$ cat config.mk
export PLATFORM = sky130hd
export DESIGN_NAME = bmdma_channel
export DESIGN_NICKNAME = d
export VERILOG_FILES = /design/src/rtl/bmdma_pkg.sv /design/src/rtl/bmdma_regs.sv /design/src/rtl/bmdma_judge.sv /design/src/rtl/bmdma_channel.sv
export SDC_FILE = /design/constraint.sdc
export NUM_CORES = 1
export LEC_CHECK = 0
export ABC_CLOCK_PERIOD_IN_PS = 1400
export BUFFER_PORTS_ARGS = -buffer_cell sky130_fd_sc_hd__buf_4
export CAP_MARGIN = 20
export CORE_ASPECT_RATIO = 0.75
export CORE_MARGIN = 8
export CORE_UTILIZATION = 46
export CTS_BUF_LIST = sky130_fd_sc_hd__clkbuf_8
export CTS_CLUSTER_SIZE = 12
export DETAILED_ROUTE_END_ITERATION = 12
export PLACE_DENSITY = 0.84
export SKIP_LAST_GASP = 1
export SLEW_MARGIN = 5
export SYNTH_ARGS = -nofsm -noshare
export SYNTH_HDL_FRONTEND = slang
export SYNTH_SLANG_ARGS = --single-unit
export TNS_END_PERCENT = 1
$ cat constraint.sdc
create_clock -name clk -period 1.4 [get_ports clk]
set_input_delay 0.07 -clock clk [delete_from_list [all_inputs] [get_ports clk]]
set_output_delay 0.07 -clock clk [all_outputs]
set_load 0.03 [all_outputs]
$ cat src/rtl/bmdma_pkg.sv
package bmdma_pkg;
    localparam logic [1:0] ADR_CMD  = 2'd0;
    localparam logic [1:0] ADR_STAT = 2'd1;
    localparam logic [1:0] ADR_PTR  = 2'd2;

    localparam int CMD_START_BIT = 0;
    localparam int CMD_DIR_BIT   = 3;
    localparam logic [7:0] CMD_MASK = 8'h09;

    localparam int ST_ACT  = 0;
    localparam int ST_ERR  = 1;
    localparam int ST_IRQ  = 2;
    localparam int ST_RW_LO = 3;
    localparam int ST_RW_W  = 4;

    localparam logic [7:0] END_FAULT = 8'h10;

    typedef enum logic [1:0] {
        TMO_BUS_RESET = 2'd0,
        TMO_WAIT      = 2'd1,
        TMO_FAIL      = 2'd2
    } tmo_code_e;

    typedef enum logic [0:0] {
        GR_ARMED = 1'b0,
        GR_SPENT = 1'b1
    } grace_e;
endpackage

$ cat src/rtl/bmdma_regs.sv
module bmdma_regs
    import bmdma_pkg::*;
#(
    parameter int PTR_W   = 32,
    parameter int PTR_LSB = 2
) (
    input  logic             clk,
    input  logic             rst_n,
    input  logic             bus_en,
    input  logic             bus_we,
    input  logic [1:0]       bus_addr,
    input  logic [3:0]       bus_be,
    input  logic [31:0]      bus_wdata,
    input  logic             eng_active,
    input  logic             eng_err_pulse,
    input  logic             eng_irq_pulse,
    output logic [7:0]       cmd_q,
    output logic [7:0]       stat_q,
    output logic [PTR_W-1:0] ptr_q,
    output logic             start_rise
);
    localparam int NBYTES = PTR_W / 8;
    localparam logic [PTR_W-1:0] PTR_MASK = ~((PTR_W'(1) << PTR_LSB) - PTR_W'(1));

    logic wr_cmd, wr_stat, wr_ptr;
    logic err_q, irq_q;
    logic [ST_RW_W-1:0] rw_q;
    logic [PTR_W-1:0] ptr_raw;

    assign wr_cmd  = bus_en && bus_we && (bus_addr == ADR_CMD)  && bus_be[0];
    assign wr_stat = bus_en && bus_we && (bus_addr == ADR_STAT) && bus_be[0];
    assign wr_ptr  = bus_en && bus_we && (bus_addr == ADR_PTR);

    assign start_rise = wr_cmd && bus_wdata[CMD_START_BIT] && !cmd_q[CMD_START_BIT];

    always_ff @(posedge clk) begin
        if (!rst_n) begin
            cmd_q <= '0;
        end else if (wr_cmd) begin
            cmd_q <= bus_wdata[7:0] & CMD_MASK;
        end
    end

    always_ff @(posedge clk) begin
        if (!rst_n) begin
            err_q <= 1'b0;
            irq_q <= 1'b0;
            rw_q  <= '0;
        end else begin
            err_q <= eng_err_pulse | (err_q & ~(wr_stat & bus_wdata[ST_ERR]));
            irq_q <= eng_irq_pulse | (irq_q & ~(wr_stat & bus_wdata[ST_IRQ]));
            if (wr_stat) begin
                rw_q <= bus_wdata[ST_RW_LO +: ST_RW_W];
            end
        end
    end

    assign stat_q = {1'b0, rw_q, irq_q, err_q, eng_active};

    for (genvar b = 0; b < NBYTES; b++) begin : g_ptr_byte
        always_ff @(posedge clk) begin
            if (!rst_n) begin
                ptr_raw[8*b +: 8] <= 8'h00;
            end else if (wr_ptr && bus_be[b]) begin
                ptr_raw[8*b +: 8] <= bus_wdata[8*b +: 8];
            end
        end
    end

    assign ptr_q = ptr_raw & PTR_MASK;
endmodule

$ cat src/rtl/bmdma_judge.sv
module bmdma_judge
    import bmdma_pkg::*;
(
    input  logic       clk,
    input  logic       rst_n,
    input  logic       end_req,
    input  logic       tmo_req,
    input  logic       rearm,
    input  logic [7:0] stat,
    output logic       end_valid,
    output logic [7:0] end_code,
    output logic       tmo_valid,
    output tmo_code_e  tmo_code
);
    grace_e    state_q, state_d;
    tmo_code_e decision;
    logic      end_good;

    assign end_good = (stat[ST_IRQ:ST_ACT] == 3'b100);

    always_ff @(posedge clk) begin
        if (!rst_n) begin
            state_q <= GR_ARMED;
        end else begin
            state_q <= state_d;
        end
    end

    always_comb begin
        state_d  = state_q;
        decision = TMO_BUS_RESET;
        if (tmo_req) begin
            unique case (state_q)
                GR_ARMED: begin
                    if (stat[4:3] == 2'b11) begin
                        decision = TMO_WAIT;
                    end else begin
                        state_d = GR_SPENT;
                        if (stat[ST_ERR])
                            decision = TMO_FAIL;
                        else if (stat[ST_ACT] || stat[ST_IRQ])
                            decision = TMO_WAIT;
                        else
                            decision = TMO_BUS_RESET;
                    end
                end
                GR_SPENT: decision = TMO_FAIL;
            endcase
        end
        if (rearm) begin
            state_d = GR_ARMED;
        end
    end

    always_ff @(posedge clk) begin
        if (!rst_n) begin
            end_valid <= 1'b0;
            end_code  <= 8'h00;
            tmo_valid <= 1'b0;
            tmo_code  <= TMO_BUS_RESET;
        end else begin
            end_valid <= end_req;
            if (end_req) begin
                end_code <= end_good ? 8'h00 : (END_FAULT | stat);
            end
            tmo_valid <= tmo_req;
            if (tmo_req) begin
                tmo_code <= decision;
            end
        end
    end
endmodule

$ cat src/rtl/bmdma_channel.sv
module bmdma_channel
    import bmdma_pkg::*;
#(
    parameter int PTR_LSB = 2
) (
    input  logic        clk,
    input  logic        rst_n,
    input  logic        bus_en,
    input  logic        bus_we,
    input  logic [1:0]  bus_addr,
    input  logic [3:0]  bus_be,
    input  logic [31:0] bus_wdata,
    output logic [31:0] bus_rdata,
    input  logic        eng_active,
    input  logic        eng_err_pulse,
    input  logic        eng_irq_pulse,
    output logic        ctl_start,
    output logic        ctl_to_mem,
    output logic [31:0] tbl_ptr,
    output logic [1:0]  drv_dma_ok,
    output logic        irq_pending,
    input  logic        end_req,
    output logic        end_valid,
    output logic [7:0]  end_code,
    input  logic        tmo_req,
    output logic        tmo_valid,
    output logic [1:0]  tmo_code
);
    logic [7:0]  cmd_q;
    logic [7:0]  stat_q;
    logic [31:0] ptr_q;
    logic        start_rise;
    tmo_code_e   tmo_code_w;

    bmdma_regs #(.PTR_W(32), .PTR_LSB(PTR_LSB)) u_regs (
        .clk           (clk),
        .rst_n         (rst_n),
        .bus_en        (bus_en),
        .bus_we        (bus_we),
        .bus_addr      (bus_addr),
        .bus_be        (bus_be),
        .bus_wdata     (bus_wdata),
        .eng_active    (eng_active),
        .eng_err_pulse (eng_err_pulse),
        .eng_irq_pulse (eng_irq_pulse),
        .cmd_q         (cmd_q),
        .stat_q        (stat_q),
        .ptr_q         (ptr_q),
        .start_rise    (start_rise)
    );

    bmdma_judge u_judge (
        .clk       (clk),
        .rst_n     (rst_n),
        .end_req   (end_req),
        .tmo_req   (tmo_req),
        .rearm     (start_rise),
        .stat      (stat_q),
        .end_valid (end_valid),
        .end_code  (end_code),
        .tmo_valid (tmo_valid),
        .tmo_code  (tmo_code_w)
    );

    always_comb begin
        unique case (bus_addr)
            ADR_CMD:  bus_rdata = {24'h0, cmd_q};
            ADR_STAT: bus_rdata = {24'h0, stat_q};
            ADR_PTR:  bus_rdata = ptr_q;
            default:  bus_rdata = 32'h0;
        endcase
    end

    assign ctl_start   = cmd_q[CMD_START_BIT];
    assign ctl_to_mem  = cmd_q[CMD_DIR_BIT];
    assign tbl_ptr     = ptr_q;
    assign drv_dma_ok  = stat_q[6:5];
    assign irq_pending = stat_q[ST_IRQ];
    assign tmo_code    = tmo_code_w;
endmodule

==> impl_metrics.xml <==
<?xml version="1.0" encoding="UTF-8"?>
<metrics>
  <group name="run_status">
    <metric name="outcome" unit="">completed</metric>
  </group>
  <group name="final_layout">
    <metric name="total_number_of_nets_in_the_final_design" unit="">423</metric>
    <metric name="finalInstanceArea" unit="mm²">0.00339</metric>
    <metric name="multi_input_area" unit="mm²">0.00118</metric>
    <metric name="final_cells" unit="">437</metric>
    <metric name="drive_above_1_share" unit="%">37.7</metric>
    <metric name="layout.filler_cells" unit="">403</metric>
    <metric name="antenna_cells_inserted" unit="">0</metric>
    <metric name="storage_cell_area" unit="mm²">0.00100</metric>
    <metric name="area.growth.synth_to_final" unit="%">46.8</metric>
  </group>
  <group name="grt">
    <metric name="grt_remaining_overflow" unit="">0</metric>
    <metric name="gr-usage-all-layers" unit="%">17.9</metric>
    <metric name="grt_pass1_vias" unit="">2192</metric>
    <metric name="antenna_found_initial" unit="">0</metric>
    <metric name="grt_start_max_net_pins" unit="">42</metric>
    <metric name="grt_first_pass_wirelength" unit="µm">11100</metric>
  </group>
  <group name="placed_design">
    <metric name="routability_congestion_estimate" unit="">0.827</metric>
    <metric name="dp.cells" unit="">425</metric>
    <metric name="portBuffers" unit="">124</metric>
    <metric name="detailed_place_hpwl" unit="µm">5280</metric>
    <metric name="detailed_place.area" unit="mm²">0.00324</metric>
  </group>
  <group name="drt">
    <metric name="drc_errors" unit="">0</metric>
    <metric name="postRouteWirelength" unit="µm">6860</metric>
    <metric name="num_vias" unit="">2150</metric>
    <metric name="routed_wire_length_per_instance" unit="µm">15.7</metric>
    <metric name="vias_per_cell" unit="">4.92</metric>
    <metric name="initialDrtViolationCount" unit="">89</metric>
    <metric name="drt_first_pass_iters" unit="">4</metric>
    <metric name="postRouteAntennaNets" unit="">0</metric>
  </group>
  <group name="power">
    <metric name="power" unit="µW">2910</metric>
    <metric name="static-leakage-power" unit="µW">0.00154</metric>
    <metric name="vdd_drop_max" unit="µV">414</metric>
    <metric name="power-per-cell-area" unit="mW/mm²">859</metric>
  </group>
  <group name="flow_run">
    <metric name="drv.max_cap_violation_count" unit="">0</metric>
  </group>
  <group name="floorplan">
    <metric name="fp.dieArea" unit="mm²">0.00756</metric>
    <metric name="chipWidth" unit="µm">97.8</metric>
    <metric name="placement_rows" unit="">22</metric>
    <metric name="die_h" unit="µm">77.3</metric>
    <metric name="floorplan.initialDensity" unit="%">47.4</metric>
    <metric name="io_pins" unit="">128</metric>
    <metric name="core_area" unit="mm²">0.00487</metric>
  </group>
  <group name="timing">
    <metric name="finalSetupViolations" unit="">0</metric>
    <metric name="clock-skew-final" unit="ps">2.63</metric>
    <metric name="grt_setup_unrepaired" unit="">false</metric>
    <metric name="period_needed" unit="ps">1310</metric>
    <metric name="maxSlewViolCount" unit="">0</metric>
    <metric name="hold_viol" unit="">0</metric>
    <metric name="maxClockFrequency" unit="MHz">764</metric>
    <metric name="totalNegativeSetupSlack" unit="ps">0</metric>
    <metric name="min_period_over_period" unit="%">93.5</metric>
  </group>
  <group name="critical_path">
    <metric name="worst_setup_start_kind" unit="">flip-flop</metric>
    <metric name="endpoint_kind" unit="">output pin</metric>
    <metric name="crit_path_top_delay_cell" unit="">dfxtp_1</metric>
    <metric name="crit_family" unit="">flip-flops</metric>
    <metric name="largest_fanout_on_the_critical_path" unit="">4</metric>
    <metric name="arrival" unit="ps">1240</metric>
    <metric name="cp_num_buf_inv" unit="">1</metric>
    <metric name="timing.critical_path.required" unit="ps">1330</metric>
    <metric name="critical_path.cell_chain" unit="">mux2i_1, o21ai_0, buf_4</metric>
    <metric name="worstSetupPathType" unit="">reg2out</metric>
    <metric name="worst_r2r_path_cells" unit="">3</metric>
    <metric name="worst-path-stages" unit="">3</metric>
    <metric name="critPathMaxStageDelay" unit="ps">440</metric>
  </group>
  <group name="synthesis">
    <metric name="ys_seq_elements" unit="">50</metric>
    <metric name="yosysTopAreaCellShare" unit="%">43.4</metric>
    <metric name="synth_cells" unit="">257</metric>
    <metric name="synth_flop_cell" unit="">dfxtp_1</metric>
    <metric name="postSynth.asyncResetShare" unit="%">0</metric>
    <metric name="yosysMostFrequentCell" unit="">nand2_1</metric>
    <metric name="synth_enable_flop_cells" unit="">0</metric>
    <metric name="synthesis.area" unit="mm²">0.00231</metric>
    <metric name="ys_top_cells_by_area" unit="">dfxtp_1 (43%), mux2i_1 (18%), nand2_1 (11%)</metric>
    <metric name="number_of_library_cell_types_mapped_by_synthesis" unit="">27</metric>
    <metric name="ys_seq_area_share" unit="%">43.4</metric>
    <metric name="synthDominantAreaCellType" unit="">dfxtp_1</metric>
    <metric name="synth.avg_cell_area" unit="µm²">8.98</metric>
    <metric name="synth_warnings" unit="">0</metric>
    <metric name="ys_top_cells_by_count" unit="">nand2_1 (69), dfxtp_1 (50), mux2i_1 (42)</metric>
  </group>
  <group name="worst_hold_path">
    <metric name="holdPathStages" unit="">3</metric>
    <metric name="min-delay-path-class" unit="">in2reg</metric>
  </group>
  <group name="cts">
    <metric name="cts.sinks" unit="">50</metric>
    <metric name="cts_buffers" unit="">5</metric>
    <metric name="clk_pin_slew_worst_paths" unit="ps">90</metric>
    <metric name="post-cts-setup-buffers" unit="">0</metric>
    <metric name="source_to_sink_clock_delay_at_the_later_pin_of_the_worst_skew_pair" unit="ps">290</metric>
    <metric name="clock_tree_from_tritoncts" unit="">done</metric>
    <metric name="clk_root_buffer_cell" unit="">clkbuf_8</metric>
    <metric name="cts-root-to-sink-buffers" unit="">2</metric>
    <metric name="ctsHtreeMaxLevel" unit="">2</metric>
    <metric name="post_cts.resized_instances" unit="">0</metric>
  </group>
</metrics>
## logic make-up after synthesis
group | Yosys count | synth area share (%)
AND/OR/NAND/NOR | 118 | 25.9
flip-flops | 50 | 43.4
multiplexers | 42 | 18.2
buffers and inverters | 25 | 5.97
AO/OA/AOI/OAI | 21 | 6.40
other | 1 | 0.163
## registers in the layout, indices dropped and copies added (netlist names), 2 cells and up
| register | cells |
|---|---|
| u_regs.cmd_q | 2 |
| u_regs.ptr_q | 30 |
| u_regs.rw_q | 4 |
| u_judge.end_code | 7 |
| u_judge.tmo_code | 2 |
## tightest hold or removal path, stage by stage
cell     delay (ps)
buf_4           110
nand2_1          40
mux2i_1          50
## placed cells by master, fill, tap and decap left out
master         netlist  routed
nand2b_1             4       4
clkbuf_8             0       5
nor3b_2              1       1
buf_4                5     127
o21bai_1             1       1
o211ai_1             1       1
conb_1               1       3
buf_12               0       1
a22o_1               4       4
and2_1              28      28
inv_1                3       4
a21boi_0             6       6
or3b_2               1       1
nor2_1               1       1
nor3b_4              1       1
mux2i_1             42      42
nand3_1              4       4
a221oi_1             1       1
bufinv_16            0       1
nor2b_1              4       4
dfxtp_1             50      50
nor3_1               1       1
clkinvlp_4           0       1
and4_2               3       3
dlygate4sd3_1        0       4
nand2_1             69      69
a31oi_1              3       3
nor2b_4              1       1
o21ai_0              5       5
## routing by layer
layer / up-vias / global-route usage (%) / share of wire [%]
li1: 1071 / - / -
met1: 999 / 20.1 / 43
met2: 74 / 30.2 / 49
met3: 6 / 7.13 / 6.8
met4: 0 / 6.20 / 1.3
met5: - / 0 / 0
## final cells by class
class                      instances  share of cell area, %
clock inverter                     3                   1.22
inverter                           3                  0.332
clock buffer                       5                   2.03
sequential                        50                   29.6
tap                               60                   2.22
timing repair buffer             132                   29.9
multi-input combinational        184                   34.7
## power by group
| part | switching (µW) | internal [µW] | leakage [µW] | total, µW |
|---|---|---|---|---|
| clock | 470 | 526 | 0.0000556 | 996 |
| combinational | 232 | 200 | 0.00108 | 432 |
| sequential | 26.5 | 1460 | 0.000406 | 1480 |
## final timing paths
check                                startpoint                          endpoint  slack [ps]
setup / recovery    u_regs.rw_q[0]$_SDFFE_PN0N_                      bus_rdata[3]          90
hold / removal                    bus_wdata[31]     u_regs.ptr_q[31]$_SDFFE_PN0P_          10
setup reg to reg        u_regs.irq_q$_SDFF_PN0_  u_judge.end_code[4]$_SDFFE_PN0P_         150
hold reg to reg   u_regs.ptr_q[16]$_SDFFE_PN0P_     u_regs.ptr_q[16]$_SDFFE_PN0P_         480
## what timing repair did
item,CTS,global route
hold endpoints to repair,4,0
endpoints found under the setup margin,0,0
hold buffers,4,0
## per-stage QoR
step | setup WS, ps | hold slack, ps | utilization [%]
after CTS | 106 | 4.43 | 69.5
after detailed placement | 163 | 262 | 66.4
final | 90.4 | 12.9 | 69.5
after global routing | 45.4 | 7.54 | 69.5
after global placement | 200 | 262 | 66.4
after floorplan | 28.2 | 171 | -
(Power assumes the default switching activity.)
